--- config.mk ---
export PLATFORM = sky130hd
export DESIGN_NAME = pck_top
export DESIGN_NICKNAME = d
export VERILOG_FILES = /design/src/rtl/pck_pkg.sv /design/src/rtl/pck_ctrl.sv /design/src/rtl/pck_dp.sv /design/src/rtl/pck_top.sv
export SDC_FILE = /design/constraint.sdc
export NUM_CORES = 1
export LEC_CHECK = 0
export ABC_AREA = 1
export CORE_AREA = 2 2 131 133
export DETAILED_ROUTE_END_ITERATION = 8
export DIE_AREA = 0 0 133 135
export DONT_BUFFER_PORTS = 1
export REMOVE_ABC_BUFFERS = 1
export SLEW_MARGIN = 30
export SYNTH_ARGS = -nofsm -noshare
export SYNTH_HDL_FRONTEND = slang
export SYNTH_SLANG_ARGS = --single-unit
--- constraint.sdc ---
create_clock -name clk -period 2.9 [get_ports clk]
set_input_delay 0.29 -clock clk [delete_from_list [all_inputs] [get_ports clk]]
set_output_delay 0.29 -clock clk [all_outputs]
set_load 0.005 [all_outputs]
--- src/rtl/pck_pkg.sv ---
package pck_pkg;
  localparam int PERM_W = 3;
  localparam int RD_BIT = 0;
  localparam int WR_BIT = 1;
  localparam int EX_BIT = 2;

  typedef enum logic [1:0] {
    ACC_LOAD  = 2'd0,
    ACC_STORE = 2'd1,
    ACC_FETCH = 2'd2,
    ACC_NONE  = 2'd3
  } acc_e;

  // strobes from control to datapath
  typedef struct packed {
    logic              capData;
    logic              capFetch;
    logic [PERM_W-1:0] need;
  } strobe_t;

  localparam logic [31:0] ST_PP_DENY  = 32'h0800_0000;
  localparam logic [31:0] ST_STORE    = 32'h0200_0000;
  localparam logic [31:0] ST_KEY_DENY = 32'h0020_0000;
  localparam logic [31:0] FETCH_CODE  = 32'h0800_0000;
endpackage

--- src/rtl/pck_ctrl.sv ---
module pck_ctrl
  import pck_pkg::*;
(
  input  logic              reqValid,
  input  logic [1:0]        accessType,
  input  logic [PERM_W-1:0] permOut,
  output strobe_t           strobes,
  output logic              faultNow
);
  acc_e accKind;
  logic [PERM_W-1:0] needPerm;

  always_comb begin
    accKind  = acc_e'(accessType);
    needPerm = '0;
    unique case (accKind)
      ACC_LOAD:  needPerm[RD_BIT] = 1'b1;
      ACC_STORE: needPerm[WR_BIT] = 1'b1;
      ACC_FETCH: needPerm[EX_BIT] = 1'b1;
      default:   needPerm = '0;
    endcase
  end

  always_comb begin
    faultNow          = reqValid && ((needPerm & ~permOut) != '0);
    strobes.need      = needPerm;
    strobes.capFetch  = faultNow && (accKind == ACC_FETCH);
    strobes.capData   = faultNow && (accKind != ACC_FETCH);
  end
endmodule

--- src/rtl/pck_dp.sv ---
module pck_dp
  import pck_pkg::*;
#(
  parameter int KEY_W      = 5,
  parameter int KEY_LO_W   = 3,
  parameter int KEY_LO_LSB = 9,
  parameter int KEY_HI_LSB = 60,
  parameter int PTE_W      = 64,
  parameter int ADDR_W     = 64
) (
  input  logic              clk,
  input  logic              rstN,
  input  logic              keyEnable,
  input  logic [PTE_W-1:0]  pteWord,
  input  logic [2*(1<<KEY_W)-1:0] maskReg,
  input  logic [PERM_W-1:0] ppPerm,
  input  logic [ADDR_W-1:0] effAddr,
  input  strobe_t           strobes,
  output logic [PERM_W-1:0] permOut,
  output logic [31:0]       errCode,
  output logic [31:0]       dataStatus,
  output logic [ADDR_W-1:0] faultAddr
);
  localparam int NUM_KEYS = 1 << KEY_W;
  localparam int KEY_HI_W = KEY_W - KEY_LO_W;

  logic [KEY_W-1:0]  keyIdx;
  logic [1:0]        keyPairs [NUM_KEYS];
  logic [1:0]        selPair;
  logic [PERM_W-1:0] keyPerm;
  logic [31:0]       statusNext;

  assign keyIdx = {pteWord[KEY_HI_LSB +: KEY_HI_W], pteWord[KEY_LO_LSB +: KEY_LO_W]};

  // key 0 owns the most significant pair
  for (genvar k = 0; k < NUM_KEYS; k++) begin : g_pair
    assign keyPairs[k] = maskReg[2*(NUM_KEYS-1-k) +: 2];
  end

  assign selPair = keyPairs[keyIdx];

  always_comb begin
    keyPerm = '1;
    if (keyEnable) begin
      keyPerm[RD_BIT] = selPair[0];
      keyPerm[WR_BIT] = selPair[1];
    end
    permOut = ppPerm & keyPerm;
  end

  always_comb begin
    statusNext = '0;
    if ((strobes.need & ~ppPerm) != '0)  statusNext |= ST_PP_DENY;
    if (strobes.need[WR_BIT])            statusNext |= ST_STORE;
    if ((strobes.need & ~keyPerm) != '0) statusNext |= ST_KEY_DENY;
  end

  always_ff @(posedge clk or negedge rstN) begin
    if (!rstN) begin
      errCode    <= '0;
      dataStatus <= '0;
      faultAddr  <= '0;
    end else if (strobes.capData) begin
      errCode    <= '0;
      dataStatus <= statusNext;
      faultAddr  <= effAddr;
    end else if (strobes.capFetch) begin
      errCode    <= FETCH_CODE;
    end
  end

  // final permissions never exceed the protection-bit set
  a_r4_subset_of_pp: assert property (@(posedge clk) disable iff (!rstN)
    (permOut & ~ppPerm) == '0);

  // execute passes through untouched by the key check
  a_r3_exec_kept: assert property (@(posedge clk) disable iff (!rstN)
    permOut[EX_BIT] == ppPerm[EX_BIT]);

  // with the check disabled, permissions equal the protection set
  a_r3_disabled_passes: assert property (@(posedge clk) disable iff (!rstN)
    !keyEnable |-> permOut == ppPerm);
endmodule

--- src/rtl/pck_top.sv ---
module pck_top
  import pck_pkg::*;
#(
  parameter int KEY_W  = 5,
  parameter int PTE_W  = 64,
  parameter int ADDR_W = 64
) (
  input  logic                    clk,
  input  logic                    rstN,
  input  logic                    keyEnable,
  input  logic                    reqValid,
  input  logic [1:0]              accessType,
  input  logic [PTE_W-1:0]        pteWord,
  input  logic [2*(1<<KEY_W)-1:0] maskReg,
  input  logic [PERM_W-1:0]       ppPerm,
  input  logic [ADDR_W-1:0]       effAddr,
  output logic [PERM_W-1:0]       permOut,
  output logic                    faultNow,
  output logic [31:0]             errCode,
  output logic [31:0]             dataStatus,
  output logic [ADDR_W-1:0]       faultAddr
);
  strobe_t strobes;

  pck_ctrl ctrl_i (
    .reqValid  (reqValid),
    .accessType(accessType),
    .permOut   (permOut),
    .strobes   (strobes),
    .faultNow  (faultNow)
  );

  pck_dp #(
    .KEY_W (KEY_W),
    .PTE_W (PTE_W),
    .ADDR_W(ADDR_W)
  ) dp_i (
    .clk       (clk),
    .rstN      (rstN),
    .keyEnable (keyEnable),
    .pteWord   (pteWord),
    .maskReg   (maskReg),
    .ppPerm    (ppPerm),
    .effAddr   (effAddr),
    .strobes   (strobes),
    .permOut   (permOut),
    .errCode   (errCode),
    .dataStatus(dataStatus),
    .faultAddr (faultAddr)
  );

  // a fault only accompanies a valid request
  a_r5_fault_needs_valid: assert property (@(posedge clk) disable iff (!rstN)
    faultNow |-> reqValid);

  // quiet cycles leave every fault register alone
  a_r9_hold_quiet: assert property (@(posedge clk) disable iff (!rstN)
    !faultNow |=> $stable(errCode) && $stable(dataStatus) && $stable(faultAddr));

  // fetch faults keep data fault state and load the fetch code
  a_r8_fetch_keeps_data: assert property (@(posedge clk) disable iff (!rstN)
    (faultNow && accessType == 2'd2) |=>
      $stable(dataStatus) && $stable(faultAddr) && errCode == FETCH_CODE);

  // data fault captures the request address
  a_r7_addr_capture: assert property (@(posedge clk) disable iff (!rstN)
    (faultNow && accessType != 2'd2) |=> faultAddr == $past(effAddr) && errCode == '0);

  // a store fault always reports the store bit
  a_r6_store_bit: assert property (@(posedge clk) disable iff (!rstN)
    (faultNow && accessType == 2'd1) |=> dataStatus[25]);
endmodule

==> out/metrics.csv <==
stage;metric;value;unit
status;status;finished, final reports clean;
sta;worst-margin pin slew;0.702;ns
final_layout;P&R area growth vs syn;5.26;%
power;VDD IR max;0.000272;V
placed_design;routability cong.;0.733;
critical_path;worst-path fanout max;67;
clocking;TritonCTS buffer count;9;
clocking;postcts setup bufs;0;
logic_synthesis;Synth async-reset ratio;1.00;
job;max-cap viol count;0;
placed_design;placed cell area;0.00397;mm^2
clocking;Worst-Skew Late Latency;0.32;ns
die;Core Rows;47;
drt;DRT iter0 DRCs;244;
grt;largest net degree at the start of global routing;70;
placed_design;DP HPWL;7840;um
power;leakage;2.32;nW
die;die area;0.0180;mm^2
grt;first-pass GRT wire length;17200;um
die;initial core utilization;0.249;
clocking;CTS tree;built;
drt;Avg Vias per Cell;4.49;
drt;drt pass-1 iters;5;
critical_path;Critical Path End Type;output port;
drt;via count of the routed design;3401;
drt;detailed-route DRC error count;0;
die;Die Ht;135;um
sta;Max Fclk;0.426;GHz
grt;global route overflow;0;
grt;vias in the first global route;3177;
logic_synthesis;Yosys Warn Count;0;
logic_synthesis;Synth Cell Area;0.00409;mm^2
drt;WL/cell;14.9;um
clocking;Clock transition at path regs;0.06;ns
clocking;maximum buffer depth of the clock tree;2;
sta;Final Max Tran Viols;0;
drt;Routed Wire Length;11300;um
final_layout;# diodes;0;
die;core area;0.0164;mm^2
hold_path;Hold Crit Depth;2;
critical_path;CP Launch Type;input port;
sta;unrepaired setup endpoints after global routing;no;
clocking;hold buffers post-CTS;2;
sta;Final min period;2.35;ns
logic_synthesis;Avg Cell Area, Syn;7.33;um^2
logic_synthesis;sequential share of the synthesized area;0.416;
final_layout;Final nets;734;
final_layout;layout cells sized above 1;0.0465;
clocking;H-tree Lvls;3;
logic_synthesis;flops & latches, synth;68;
sta;clock skew;0;ns
clocking;post-CTS sizing;0;
final_layout;Final Cell Area;0.00430;mm^2
power;pwr dens;672;mW/mm^2
grt;initial antenna violation count;0;
sta;period utilization;0.810;
critical_path;Worst R2R Path Depth;2;
clocking;CTS Root Cell;clkbuf_16;
sta;final hold slack;0.111;ns
drt;number of nets with antenna violations after routing;0;
critical_path;Req. time, crit path;2.61;ns
sta;Slew headroom;0.532;
die;Die Width;133;um
placed_design;port bufs;0;
hold_path;Worst Hold Class;in2reg;
logic_synthesis;Main synth FF type;dfrtp_1;
sta;final hold violation count;0;
clocking;CTS Sinks;68;
grt;total track usage;0.122;
critical_path;critical path arrival;2.06;ns
logic_synthesis;number of synthesized flops with an enable pin;0;
logic_synthesis;Syn Inst Count;558;
die;io pins;333;
critical_path;type of the worst setup path;in2out;
sta;Final Setup Violations;0;
logic_synthesis;Synth cell types;17;
[sequential cells by signal, indices dropped and copies added, names as in the netlist]
name and flops:
dp_i.faultAddr 64, dp_i.dataStatus 3, dp_i.errCode 1
[kinds of logic after synthesis]
logic type / Yosys count / share of synthesized area
compound gates: 10 / 0.0132
simple gates: 349 / 0.376
flops: 68 / 0.416
other cells: 1 / 0.000917
buf+inv: 130 / 0.193
[cell usage after synthesis, types with 2 or more instances]
| cell | n | share of area |
|---|---|---|
| buf_2 | 11 | 0.013 |
| o21ai_0 | 2 | 0.0024 |
| a21oi_1 | 2 | 0.0024 |
| nand3_1 | 42 | 0.051 |
| nand4_1 | 65 | 0.099 |
| nand2_1 | 224 | 0.21 |
| inv_2 | 2 | 0.0018 |
| o21ai_1 | 5 | 0.0061 |
| clkbuf_1 | 16 | 0.015 |
| dfrtp_1 | 68 | 0.42 |
| buf_6 | 3 | 0.0083 |
| nor2_1 | 16 | 0.015 |
| nand3_2 | 2 | 0.0049 |
| buf_4 | 71 | 0.13 |
| inv_1 | 27 | 0.025 |
[per-stage QoR]
step | power (mW) | TNS (ns) | std cells | setup slack (ns) | util
after global routing | 3.09 | 0 | 758 | 0.336 | 0.262
after CTS | 2.95 | 0 | 758 | 0.528 | 0.262
after floorplan | 1.63 | -41.59 | 516 | -0.620 | -
after detailed placement | 1.81 | 0 | 740 | 0.343 | 0.242
after global placement | 1.79 | 0 | 740 | 0.383 | 0.242
final | 2.89 | 0 | 758 | 0.551 | 0.262
[layer usage]
metal,global-route usage,vias to the layer above,share of wire
met5,0,-,0
met4,0.0323,0,0.0088
met3,0.0405,6,0.092
met2,0.204,178,0.50
met1,0.150,1584,0.40
li1,-,1633,-
[worst max-delay path, stage by stage]
cell	delay, ns
inv_2	0.35
nand2_1	0.15
nand3_1	0.10
nand3_1	0.06
nand3_1	0.11
nand3_1	0.08
nand2_1	0.12
nand3_1	0.11
nand3_2	0.13
buf_12	0.28
nand2_1	0.13
inv_1	0.10
[worst paths after layout]
| check | start | end | slack (ns) |
|---|---|---|---|
| min reg2reg | dp_i.faultAddr[40] | dp_i.faultAddr[40] | 0.50 |
| max | pteWord[9] | faultNow | 0.55 |
| min in group asynchronous | rstN | dp_i.faultAddr[0] | 0.51 |
| max in group asynchronous | rstN | dp_i.dataStatus[25] | 2.12 |
| max reg2reg | dp_i.errCode[27] | dp_i.errCode[27] | 2.21 |
| min | effAddr[20] | dp_i.faultAddr[20] | 0.11 |
[cell usage in the layout, fill, tap and decap left out, drive strengths merged]
| master | instances |
|---|---|
| dlygate4sd3 | 1 |
| conb | 60 |
| nand3 | 44 |
| dfrtp | 68 |
| bufinv | 1 |
| clkinv | 2 |
| clkinvlp | 2 |
| nor2 | 16 |
| a22o | 1 |
| o21ai | 7 |
| clkbuf | 10 |
| a21oi | 2 |
| buf | 5 |
| inv | 30 |
| nand4 | 65 |
| nand2 | 224 |
[final cells by class]
cell class              instances  area (um^2)
clock buffers                  10          229
clock inverters                 6         63.8
fillers                      1832        12100
inverters                      29          109
multi-input cells             419         1820
flip-flops and latches         68         1700
well taps                     220          275
repair buffers                  6          105
[power breakdown]
| group | leakage, nW | switching (mW) | internal [mW] |
|---|---|---|---|
| clock | 0.139 | 0.423 | 0.666 |
| combinational | 1.33 | 0.276 | 0.154 |
| sequential | 0.849 | 0.198 | 1.17 |
| total | 2.32 | 0.898 | 1.99 |
No activity file was read; power rests on OpenSTA's default activity.
